**src/rtl/pcit_pkg.sv**
```systemverilog
`timescale 1ns/1ps
package pcit_pkg;
  localparam logic [3:0] CMD_MEM_RD = 4'b0110;
  localparam logic [3:0] CMD_MEM_WR = 4'b0111;
  localparam logic [3:0] CMD_CFG_RD = 4'b1010;
  localparam logic [3:0] CMD_CFG_WR = 4'b1011;

  typedef enum logic [2:0] {
    AC_NONE, AC_CFG_RD, AC_CFG_WR, AC_MEM_RD, AC_MEM_WR
  } access_t;

  typedef enum logic [2:0] {
    ST_IDLE, ST_ADDR, ST_DATA, ST_FLASH, ST_ACK, ST_RETRY, ST_SKIP, ST_TURN
  } tstate_t;
endpackage

```
**src/rtl/pcit_decode.sv**
```systemverilog
`timescale 1ns/1ps
module pcit_decode
  import pcit_pkg::*;
#(
  parameter logic [31:0] MEM_BASE = 32'hE000_0000,
  parameter int          WIN_BITS = 12
) (
  input  logic [31:0] addr,
  input  logic [3:0]  cmd,
  input  logic        sel,
  input  logic        load_done,
  output access_t     kind,
  output logic        retry
);
  logic cfg_hit;
  logic mem_hit;

  always_comb begin
    cfg_hit = sel && (addr[1:0] == 2'b00);
    mem_hit = (addr[31:WIN_BITS] == MEM_BASE[31:WIN_BITS]);
    kind    = AC_NONE;
    retry   = 1'b0;
    unique case (cmd)
      CMD_CFG_RD: if (cfg_hit) begin kind = AC_CFG_RD; retry = !load_done; end
      CMD_CFG_WR: if (cfg_hit) begin kind = AC_CFG_WR; retry = !load_done; end
      CMD_MEM_RD: if (mem_hit) kind = AC_MEM_RD;
      CMD_MEM_WR: if (mem_hit) kind = AC_MEM_WR;
      default: kind = AC_NONE;
    endcase
  end
endmodule

```
**src/rtl/pcit_cfg_ram.sv**
```systemverilog
`timescale 1ns/1ps
module pcit_cfg_ram #(
  parameter int WORDS = 16,
  parameter int IDX_W = 4
) (
  input  logic             clk,
  input  logic             we,
  input  logic [3:0]       be,
  input  logic [IDX_W-1:0] widx,
  input  logic [31:0]      wdata,
  input  logic [IDX_W-1:0] ridx,
  output logic [31:0]      rdata
);
  for (genvar g = 0; g < 4; g++) begin : g_lane
    logic [7:0] mem [WORDS];
    always_ff @(posedge clk) begin
      if (we && be[g]) mem[widx] <= wdata[8*g +: 8];
      rdata[8*g +: 8] <= mem[ridx];
    end
  end
endmodule

```
**src/rtl/pcit_lane_pick.sv**
```systemverilog
`timescale 1ns/1ps
module pcit_lane_pick (
  input  logic [3:0]  be_n,
  input  logic [31:0] data,
  output logic        single,
  output logic [1:0]  lane,
  output logic [7:0]  byte_out
);
  logic [2:0] cnt;

  always_comb begin
    cnt  = 3'd0;
    lane = 2'd0;
    for (int i = 0; i < 4; i++) begin
      if (!be_n[i]) begin
        cnt  = cnt + 3'd1;
        lane = i[1:0];
      end
    end
    single   = (cnt == 3'd1);
    byte_out = data[{lane, 3'b000} +: 8];
  end
endmodule

```
**src/rtl/pcit_target.sv**
```systemverilog
`timescale 1ns/1ps
module pcit_target
  import pcit_pkg::*;
#(
  parameter logic [31:0] MEM_BASE  = 32'hE000_0000,
  parameter int          WIN_BITS  = 12,
  parameter int          CFG_WORDS = 16
) (
  input  logic                clk,
  input  logic                rst,
  input  logic                frame_n,
  input  logic                irdy_n,
  input  logic                idsel,
  input  logic [31:0]         ad_in,
  input  logic [3:0]          cbe_n,
  output logic [31:0]         ad_out,
  output logic                ad_oe,
  output logic                trdy_n,
  output logic                devsel_n,
  output logic                stop_n,
  input  logic                load_done,
  output logic                wr_req,
  output logic [WIN_BITS-1:0] wr_addr,
  output logic [7:0]          wr_data,
  input  logic                wr_ready
);
  localparam int CFG_IDX_W = (CFG_WORDS > 1) ? $clog2(CFG_WORDS) : 1;

  tstate_t     st;
  logic [31:0] addr_q;
  logic [3:0]  cmd_q;
  logic        sel_q;
  access_t     kind_q;

  access_t     dec_kind;
  logic        dec_retry;
  logic        cfg_we;
  logic [31:0] cfg_rdata;
  logic        be_single;
  logic [1:0]  be_lane;
  logic [7:0]  be_byte;

  pcit_decode #(.MEM_BASE(MEM_BASE), .WIN_BITS(WIN_BITS)) u_dec (
    .addr(addr_q), .cmd(cmd_q), .sel(sel_q), .load_done(load_done),
    .kind(dec_kind), .retry(dec_retry)
  );

  assign cfg_we = (st == ST_DATA) && !irdy_n && (kind_q == AC_CFG_WR);

  pcit_cfg_ram #(.WORDS(CFG_WORDS), .IDX_W(CFG_IDX_W)) u_cfg (
    .clk(clk), .we(cfg_we), .be(~cbe_n),
    .widx(addr_q[2 +: CFG_IDX_W]), .wdata(ad_in),
    .ridx(addr_q[2 +: CFG_IDX_W]), .rdata(cfg_rdata)
  );

  pcit_lane_pick u_lane (
    .be_n(cbe_n), .data(ad_in),
    .single(be_single), .lane(be_lane), .byte_out(be_byte)
  );

  always_ff @(posedge clk) begin
    if (rst) begin
      st       <= ST_IDLE;
      addr_q   <= '0;
      cmd_q    <= '0;
      sel_q    <= 1'b0;
      kind_q   <= AC_NONE;
      ad_out   <= '0;
      ad_oe    <= 1'b0;
      trdy_n   <= 1'b1;
      devsel_n <= 1'b1;
      stop_n   <= 1'b1;
      wr_req   <= 1'b0;
      wr_addr  <= '0;
      wr_data  <= '0;
    end else begin
      unique case (st)
        ST_IDLE: begin
          if (!frame_n) begin
            addr_q <= ad_in;
            cmd_q  <= cbe_n;
            sel_q  <= idsel;
            st     <= ST_ADDR;
          end
        end
        ST_ADDR: begin
          kind_q <= dec_kind;
          if (dec_kind == AC_NONE) begin
            st <= ST_SKIP;
          end else begin
            devsel_n <= 1'b0;
            if (dec_retry) begin
              stop_n <= 1'b0;
              st     <= ST_RETRY;
            end else begin
              st <= ST_DATA;
            end
          end
        end
        ST_DATA: begin
          if (!irdy_n) begin
            unique case (kind_q)
              AC_CFG_RD: begin
                ad_out <= cfg_rdata;
                ad_oe  <= 1'b1;
                trdy_n <= 1'b0;
                st     <= ST_ACK;
              end
              AC_MEM_RD: begin
                ad_out <= '0;
                ad_oe  <= 1'b1;
                trdy_n <= 1'b0;
                st     <= ST_ACK;
              end
              AC_MEM_WR: begin
                if (be_single) begin
                  wr_req  <= 1'b1;
                  wr_data <= be_byte;
                  wr_addr <= {addr_q[WIN_BITS-1:2], be_lane};
                  st      <= ST_FLASH;
                end else begin
                  trdy_n <= 1'b0;
                  st     <= ST_ACK;
                end
              end
              default: begin
                trdy_n <= 1'b0;
                st     <= ST_ACK;
              end
            endcase
          end
        end
        ST_FLASH: begin
          if (wr_ready) begin
            wr_req <= 1'b0;
            trdy_n <= 1'b0;
            st     <= ST_ACK;
          end
        end
        ST_ACK: begin
          if (!irdy_n) begin
            trdy_n   <= 1'b1;
            devsel_n <= 1'b1;
            ad_oe    <= 1'b0;
            st       <= ST_TURN;
          end
        end
        ST_RETRY: begin
          if (frame_n && irdy_n) begin
            stop_n   <= 1'b1;
            devsel_n <= 1'b1;
            st       <= ST_IDLE;
          end
        end
        ST_SKIP: begin
          if (frame_n && irdy_n) st <= ST_IDLE;
        end
        ST_TURN: st <= ST_IDLE;
        default: st <= ST_IDLE;
      endcase
    end
  end
endmodule

```
**config.mk**
```make
export PLATFORM = sky130hd
export DESIGN_NAME = pcit_target
export DESIGN_NICKNAME = d
export VERILOG_FILES = /design/src/rtl/pcit_pkg.sv /design/src/rtl/pcit_decode.sv /design/src/rtl/pcit_cfg_ram.sv /design/src/rtl/pcit_lane_pick.sv /design/src/rtl/pcit_target.sv
export SDC_FILE = /design/constraint.sdc
export NUM_CORES = 1
export LEC_CHECK = 0
export BUFFER_PORTS_ARGS = -buffer_cell sky130_fd_sc_hd__buf_4
export CAP_MARGIN = 20
export CORE_MARGIN = 4
export CORE_UTILIZATION = 23
export CTS_CLUSTER_SIZE = 14
export DETAILED_ROUTE_END_ITERATION = 10
export SLEW_MARGIN = 15
export SYNTH_ARGS = -nofsm -noshare
export SYNTH_HDL_FRONTEND = slang
export SYNTH_SLANG_ARGS = --single-unit
```
**constraint.sdc**
```tcl
create_clock -name clk -period 5.4 [get_ports clk]
set_clock_uncertainty 0.1 [all_clocks]
set_input_delay 1.35 -clock clk [delete_from_list [all_inputs] [get_ports clk]]
set_output_delay 1.35 -clock clk [all_outputs]
set_load 0.02 [all_outputs]
```
==> run_results.csv, run 1 <==
group,metric,value,unit
synthesis,syn_area_per_cell,17.94,sq um
synthesis,synthFlopType,"edfxtp_1",
synthesis,synth-async-reset-ratio,0,
routing,vias,12700,
grt,met2_usage,0.1665,
finish,final_layout_size_suffix_gt1_frac,0.2540,
place,io_buffer_count,99,
clock_tree,numCtsBuffers,67,
setup_path,r2r_setup_slack,1980,ps
setup_path,reg2regPathDepth,4,
clock_tree,post_cts_buffers,0,
power,p_leak,8.807,nW
sta,fmax,285.1,MHz
synthesis,ys_ff_latch,644,
power,p_per_area,403.8,nW/um^2
routing,wire_per_inst,20.94,um
sta,slew_viol_final,0,
finish,fin_cells,2907,
setup_path,cp-start-kind,"input port",
grt,grt_usage,0.1065,
synthesis,yosys.area.top_type_share,0.6298,
routing,first_pass_iters,7,
setup_path,path_cells,"buf_4, inv_1, ha_1, xnor2_1, ha_1, or2_0, o211a_1, nor4_4, buf_4, mux2i_1, nor2_1",
clock_tree,post_cts_resized,0,
routing,drt_iter0_markers,1343,
floorplanning,initial_core_util,0.2319,
clock_tree,clockBufferDepth,3,
routing,drt_wl_total,60880,um
power,power.net_switching,2.836,mW
place,detailed_place_hpwl,41360,um
setup_path,cp_slowest_stage_delay,410,ps
grt,grt_max_degree,76,
floorplanning,num_rows,119,
synthesis,synth_most_common_cell,"edfxtp_1",
synthesis,synth_area_leader_cell,"edfxtp_1",
hold_path,hp-class,"reg2reg",
synthesis,synthesis.nets,1407,
floorplanning,io_pins,100,
sta,grt_setup_unrepaired,"false",
setup_path,regToRegEndpoint,"u_cfg.g_lane[0].mem[11][4]",
clock_tree,cts_root_buf,"clkbuf_16",
grt,antenna_found_initial,5,
setup_path,crit_type,"in2reg",
clock_tree,clkSinkCount,644,
finish,fillers,10340,
power,p_sw_frac,0.2428,
setup_path,worstReg2RegStart,"addr_q[5]",
synthesis,synth-edff-count,512,
routing,via_per_inst,4.370,
clock_tree,htreeDepth,3,
place,placed_cells,2779,
status,status,"complete, no violations",
clock_tree,clkLatencyLatePin,610,ps
synthesis,synth.cell_area,24410,sq um
grt,grt_pass1_wl,88830,um
clock_tree,tritoncts,"built",
clock_tree,ctsHoldBuffers,0,
synthesis,seq_area_frac_synth,0.7380,
setup_path,cp_max_fo,31,
synthesis,ys_types,50,
finish,nNetsFinal,1504,
sta,final.setup.tns,0,ps
sta,hold_viol,0,
grt,grt_pass1_vias,12990,
grt,grt_use_met1,0.1443,
floorplanning,die-area,111400,sq um
synthesis,ys_top_cells_by_count,"edfxtp_1 (512), mux4_2 (160), dfxtp_1 (132), nand2_1 (126), nor2_1 (108)",
synthesis,yosysWarnings,0,
sta,setup-violations-final,0,
hold_path,hold_path_depth,2,
grt,globalRouteMet3Util,0.02805,
synthesis,syn_inst,1361,
hold_path,worstHoldEndpoint,"ad_out[3]",
power,p_seq_frac,0.493,
setup_path,cp_slowest_cell,"buf_4",
setup_path,worstSetupEndpointType,"flop",
setup_path,cp_data_arrival_time,3870,ps
run,drv_cap,0,
power,internal_power,8.842,mW
grt,grt_most_used_layer,"met2",
synthesis,ys_top_cells_by_area,"edfxtp_1 (63%), mux4_2 (15%), dfxtp_1 (11%)",
power,pwr-share-comb,0.114,
finish,stdcell_area,28920,sq um
routing,drc,0,
sta,finalCritPeriodShare,0.6495,
sta,relSlewSlack,0.2409,
hold_path,min_from,"ad_out[3]",
floorplanning,die_y,333.8,um
power,clockPowerShare,0.393,
floorplanning,fp.dieW,333.8,um
power,ir_drop,0.2134,mV
finish,final_util,0.2747,
place,gp_congestion,0.7771,
floorplanning,coreArea,105300,sq um
setup_path,required,5760,ps
sta,timing.final.crit_period,3507,ps
sta,tightestPinTransition,1139,ps
routing,antenna_left,0,
grt,grt-ovfl-total,0,
place,dpl_cell_area,26690,sq um
finish,syn_to_final_growth,18.46,%
clock_tree,clkTransAtPathRegs,60,ps
==> cell families after synthesis <==
group	count (synthesis)	synth area share
flip-flops	644	0.7380
adder cells (fa/ha/maj)	4	0.001948
AO/OA/AOI/OAI	119	0.02829
AND/OR/NAND/NOR	312	0.05581
XOR/XNOR	2	0.0007176
buffers and inverters	90	0.01527
multiplexers	190	0.1600
==> layout by cell type, fill, tap and decap left out, drive strengths merged, types with 8 or more instances in the layout <==
master and instances:
a211oi 11, clkbuf 97, buf 113, clkinv 14, edfxtp 512, mux4 160
nand3 39, inv 10, dfxtp 132, a21oi 87, mux2i 29, nor2 109
nand2 126, nor2b 8
==> how the worst max path moves through the flow <==
stage / depth (start not counted) / from / end
after detailed placement: 11 / cbe_n[1] / wr_addr[2]
final: 11 / cbe_n[1] / wr_addr[3]
after global routing: 11 / cbe_n[1] / wr_addr[1]
after floorplan: 11 / cbe_n[1] / wr_addr[10]
after global placement: 11 / cbe_n[1] / wr_addr[10]
after CTS: 4 / addr_q[5] / u_cfg.g_lane[0].mem[11][4]
==> routing by layer <==
metal	part of all wire	wire [um]	up-vias
met3	0.087	5306	79
met4	0.023	1372	2
li1	-	-	5547
met5	0.00021	13	-
met2	0.46	28120	484
met1	0.43	26060	6592
==> power groups by stage <==
stage | sequential, mW | clock [mW] | combinational, mW
detailed placement | 5.86 | 0 | 1.34
CTS | 5.76 | 4.69 | 1.34
floorplan | 5.69 | 0 | 1.03
global placement | 5.85 | 0 | 1.32
finish | 5.75 | 4.59 | 1.33
global route | 5.78 | 4.92 | 1.43
==> critical path: cells and delay by family <==
family	cells	cell delay, ps
buf+inv	3	680
fa+ha+maj	2	590
simple gates	3	510
compound gates	1	270
mux	1	240
xor+xnor	1	200
==> stage by stage <==
| step | hold WS [ps] | power (mW) | setup WS (ps) |
|---|---|---|---|
| after global routing | 373.0 | 12.13 | 1731 |
| after CTS | 354.9 | 11.79 | 1915 |
| after detailed placement | 345.5 | 7.202 | 1294 |
| final | 353.1 | 11.68 | 1893 |
| after global placement | 338.5 | 7.178 | 1342 |
| after floorplan | 330.8 | 6.725 | 1344 |
==> state kept, by name, indices dropped and copies added (netlist names), 3 cells and up <==
name              count
u_cfg.g_lane.mem    512
ad_out               32
addr_q               32
u_cfg.rdata          32
wr_addr              12
wr_data               8
cmd_q                 4
kind_q                3
st                    3
==> layout make-up <==
class                      count  area [sq um]  area share
antenna                        4         10.01   0.0003461
clock buffer                  97          1902     0.06576
clock inverter                26         310.3     0.01073
inverter                       5         18.77   0.0006490
multi-input combinational    627          6038      0.2088
sequential                   644         18030      0.6234
tap                         1391          1740     0.06018
timing repair buffer         113         872.1     0.03016
Power figures use the tool's default switching activity.
==> run 2, diff against run 1 <==
- clock period: 5.4 -> 2.89 ns (I/O delays scaled with it)
==> run 2 against run 1 <==
Global-route usage is 0.11 points higher. Worst hold slack lost 55 ps. Register-to-register slack got worse by 1500 ps. Design area is 2.6% higher. Flip-flop and latch count unchanged. Via count up 3.1%. Combinational power up 110%. Sequential share of layout area fell by 1.6 points. Setup slack worse by 1400 ps. Core utilization rose by 0.71 points. Largest power group unchanged.
==> run_results.csv, run 2 (synthesis results as in run 1) <==
group,metric,value,unit
status,status,"complete, no violations",
setup_path,cp_data_arrival_time,2760,ps
grt,grt_pass1_wl,90090,um
place,placed_cells,2877,
setup_path,required,3240,ps
power,p_per_area,726.8,nW/um^2
place,io_buffer_count,99,
sta,setup_slack,482.5,ps
power,p_leak,9.291,nW
setup_path,cpMostUsedCell,"buf_4",
hold_path,min_from,"load_done",
finish,syn_to_final_growth,21.50,%
setup_path,regToRegEndpoint,"u_cfg.g_lane[3].mem[3][5]",
floorplanning,initial_core_util,0.2319,
floorplanning,die_y,333.8,um
setup_path,reg2regPathDepth,4,
setup_path,cp_slowest_cell,"o211a_1",
setup_path,cp_slowest_stage_delay,260,ps
clock_tree,cts_root_buf,"clkbuf_16",
setup_path,cp_top_family,"adder cells",
clock_tree,post_cts_resized,0,
grt,grt-ovfl-total,0,
finish,largest-register,"u_cfg.g_lane.mem",
setup_path,worstSetupEndpoint,"wr_addr[10]",
clock_tree,post_cts_buffers,0,
finish,largest_reg_flops,512,
place,gp_congestion,0.7739,
finish,fin_cells,3002,
setup_path,path_cells,"buf_4, inv_1, ha_4, xnor2_2, ha_1, or2_0, o211a_1, nor4_4, buf_4, mux2i_1, nor2_1",
clock_tree,clkLatencyLatePin,590,ps
routing,drc,0,
sta,hold_viol,0,
setup_path,r2r_setup_slack,500,ps
routing,drt_iter0_markers,1217,
sta,timing.final.crit_period,2407,ps
routing,drt_wl_total,61190,um
clock_tree,ctsHoldBuffers,0,
finish,final_layout_size_suffix_gt1_frac,0.2946,
place,detailed_place_hpwl,42810,um
clock_tree,clkSinkCount,644,
finish,layout_common_cells,"edfxtp_1 (512), buf_4 (198), mux4_2 (160)",
setup_path,crit_cells,11,
sta,tightestPinTransition,883.0,ps
floorplanning,coreArea,105300,sq um
sta,setup-violations-final,0,
setup_path,crit_start,"cbe_n[0]",
clock_tree,tritoncts,"built",
clock_tree,numCtsBuffers,68,
setup_path,worstSetupEndpointType,"flop",
finish,layout.cells.most_common,"edfxtp_1",
grt,grt_usage,0.1075,
run,drv_cap,0,
setup_path,crit_type,"in2reg",
clock_tree,clockBufferDepth,3,
finish,stdcell_area,29660,sq um
place,pre_cts_ws,-118.6,ps
sta,grt_setup_unrepaired,"false",
grt,grt_pass1_vias,13380,
setup_path,worstReg2RegStart,"addr_q[3]",
setup_path,cp-start-kind,"input port",
routing,wire_per_inst,20.38,um
clock_tree,htreeDepth,3,
floorplanning,die-area,111400,sq um
finish,nNetsFinal,1602,
sta,finalCritPeriodShare,0.8330,
hold_path,hp-class,"in2reg",
grt,grt_max_degree,89,
floorplanning,fp.dieW,333.8,um
sta,fmax,415.4,MHz
floorplanning,io_pins,100,
power,ir_drop,0.3666,mV
sta,slew_viol_final,0,
routing,vias,13090,
floorplanning,num_rows,119,
routing,via_per_inst,4.362,
setup_path,cp.buffers_inverters,3,
clock_tree,clkTransAtPathRegs,60,ps
sta,final.setup.tns,0,ps
sta,relSlewSlack,0.4068,
grt,antenna_found_initial,3,
setup_path,cp_max_fo,7,
routing,antenna_left,0,
routing,first_pass_iters,5,
place,dpl_cell_area,27570,sq um
-- run 2: metal layers --
layer	up-vias	wire length [um]	track usage
met4	2	975	0.02520
met3	86	5105	0.02979
met1	6810	26310	0.1464
met2	461	28780	0.1712
li1	5735	-	-
met5	-	11	0
-- run 2: worst min-delay path by stage --
| stage | cells after the start | endpoint |
|---|---|---|
| 2_1_floorplan | 2 | addr_q[26] |
| 3_3_place_gp | 2 | addr_q[26] |
| 3_5_place_dp | 2 | addr_q[19] |
| 4_1_cts | 3 | stop_n |
| 5_1_grt | 1 | u_cfg.g_lane[1].mem[11][3] |
| 6_report | 3 | stop_n |
-- run 2: worst register-to-register path: stages, from the launching register on --
cell	delay, ps
dfxtp_4	770
buf_12	420
nand3_1	350
nor2_1	210
buf_4	250
-- run 2: final cells by class --
type	count	area (sq um)
Inverter	5	18.77
Antenna cell	2	5.005
Sequential cell	644	18030
Multi-Input combinational cell	627	6058
Clock inverter	24	207.7
Clock buffer	99	1879
Tap cell	1391	1740
Timing Repair Buffer	210	1727
Fill cell	10400	75600
-- run 2: where the power goes --
group	internal, mW	switching [mW]	total [mW]
registers	10.3	0.262	10.6
clock network	4.72	3.46	8.18
logic	1.31	1.48	2.79
-- run 2: through the flow --
stage / utilization / hold WS (ps) / total power [mW]
6_report: 0.2818 / 298.1 / 21.56
5_1_grt: 0.2817 / 279.7 / 22.40
4_1_cts: 0.2817 / 260.3 / 21.80
3_5_place_dp: 0.2619 / 341.5 / 13.59
3_3_place_gp: 0.2619 / 337.1 / 13.54
2_1_floorplan: - / 330.8 / 12.57
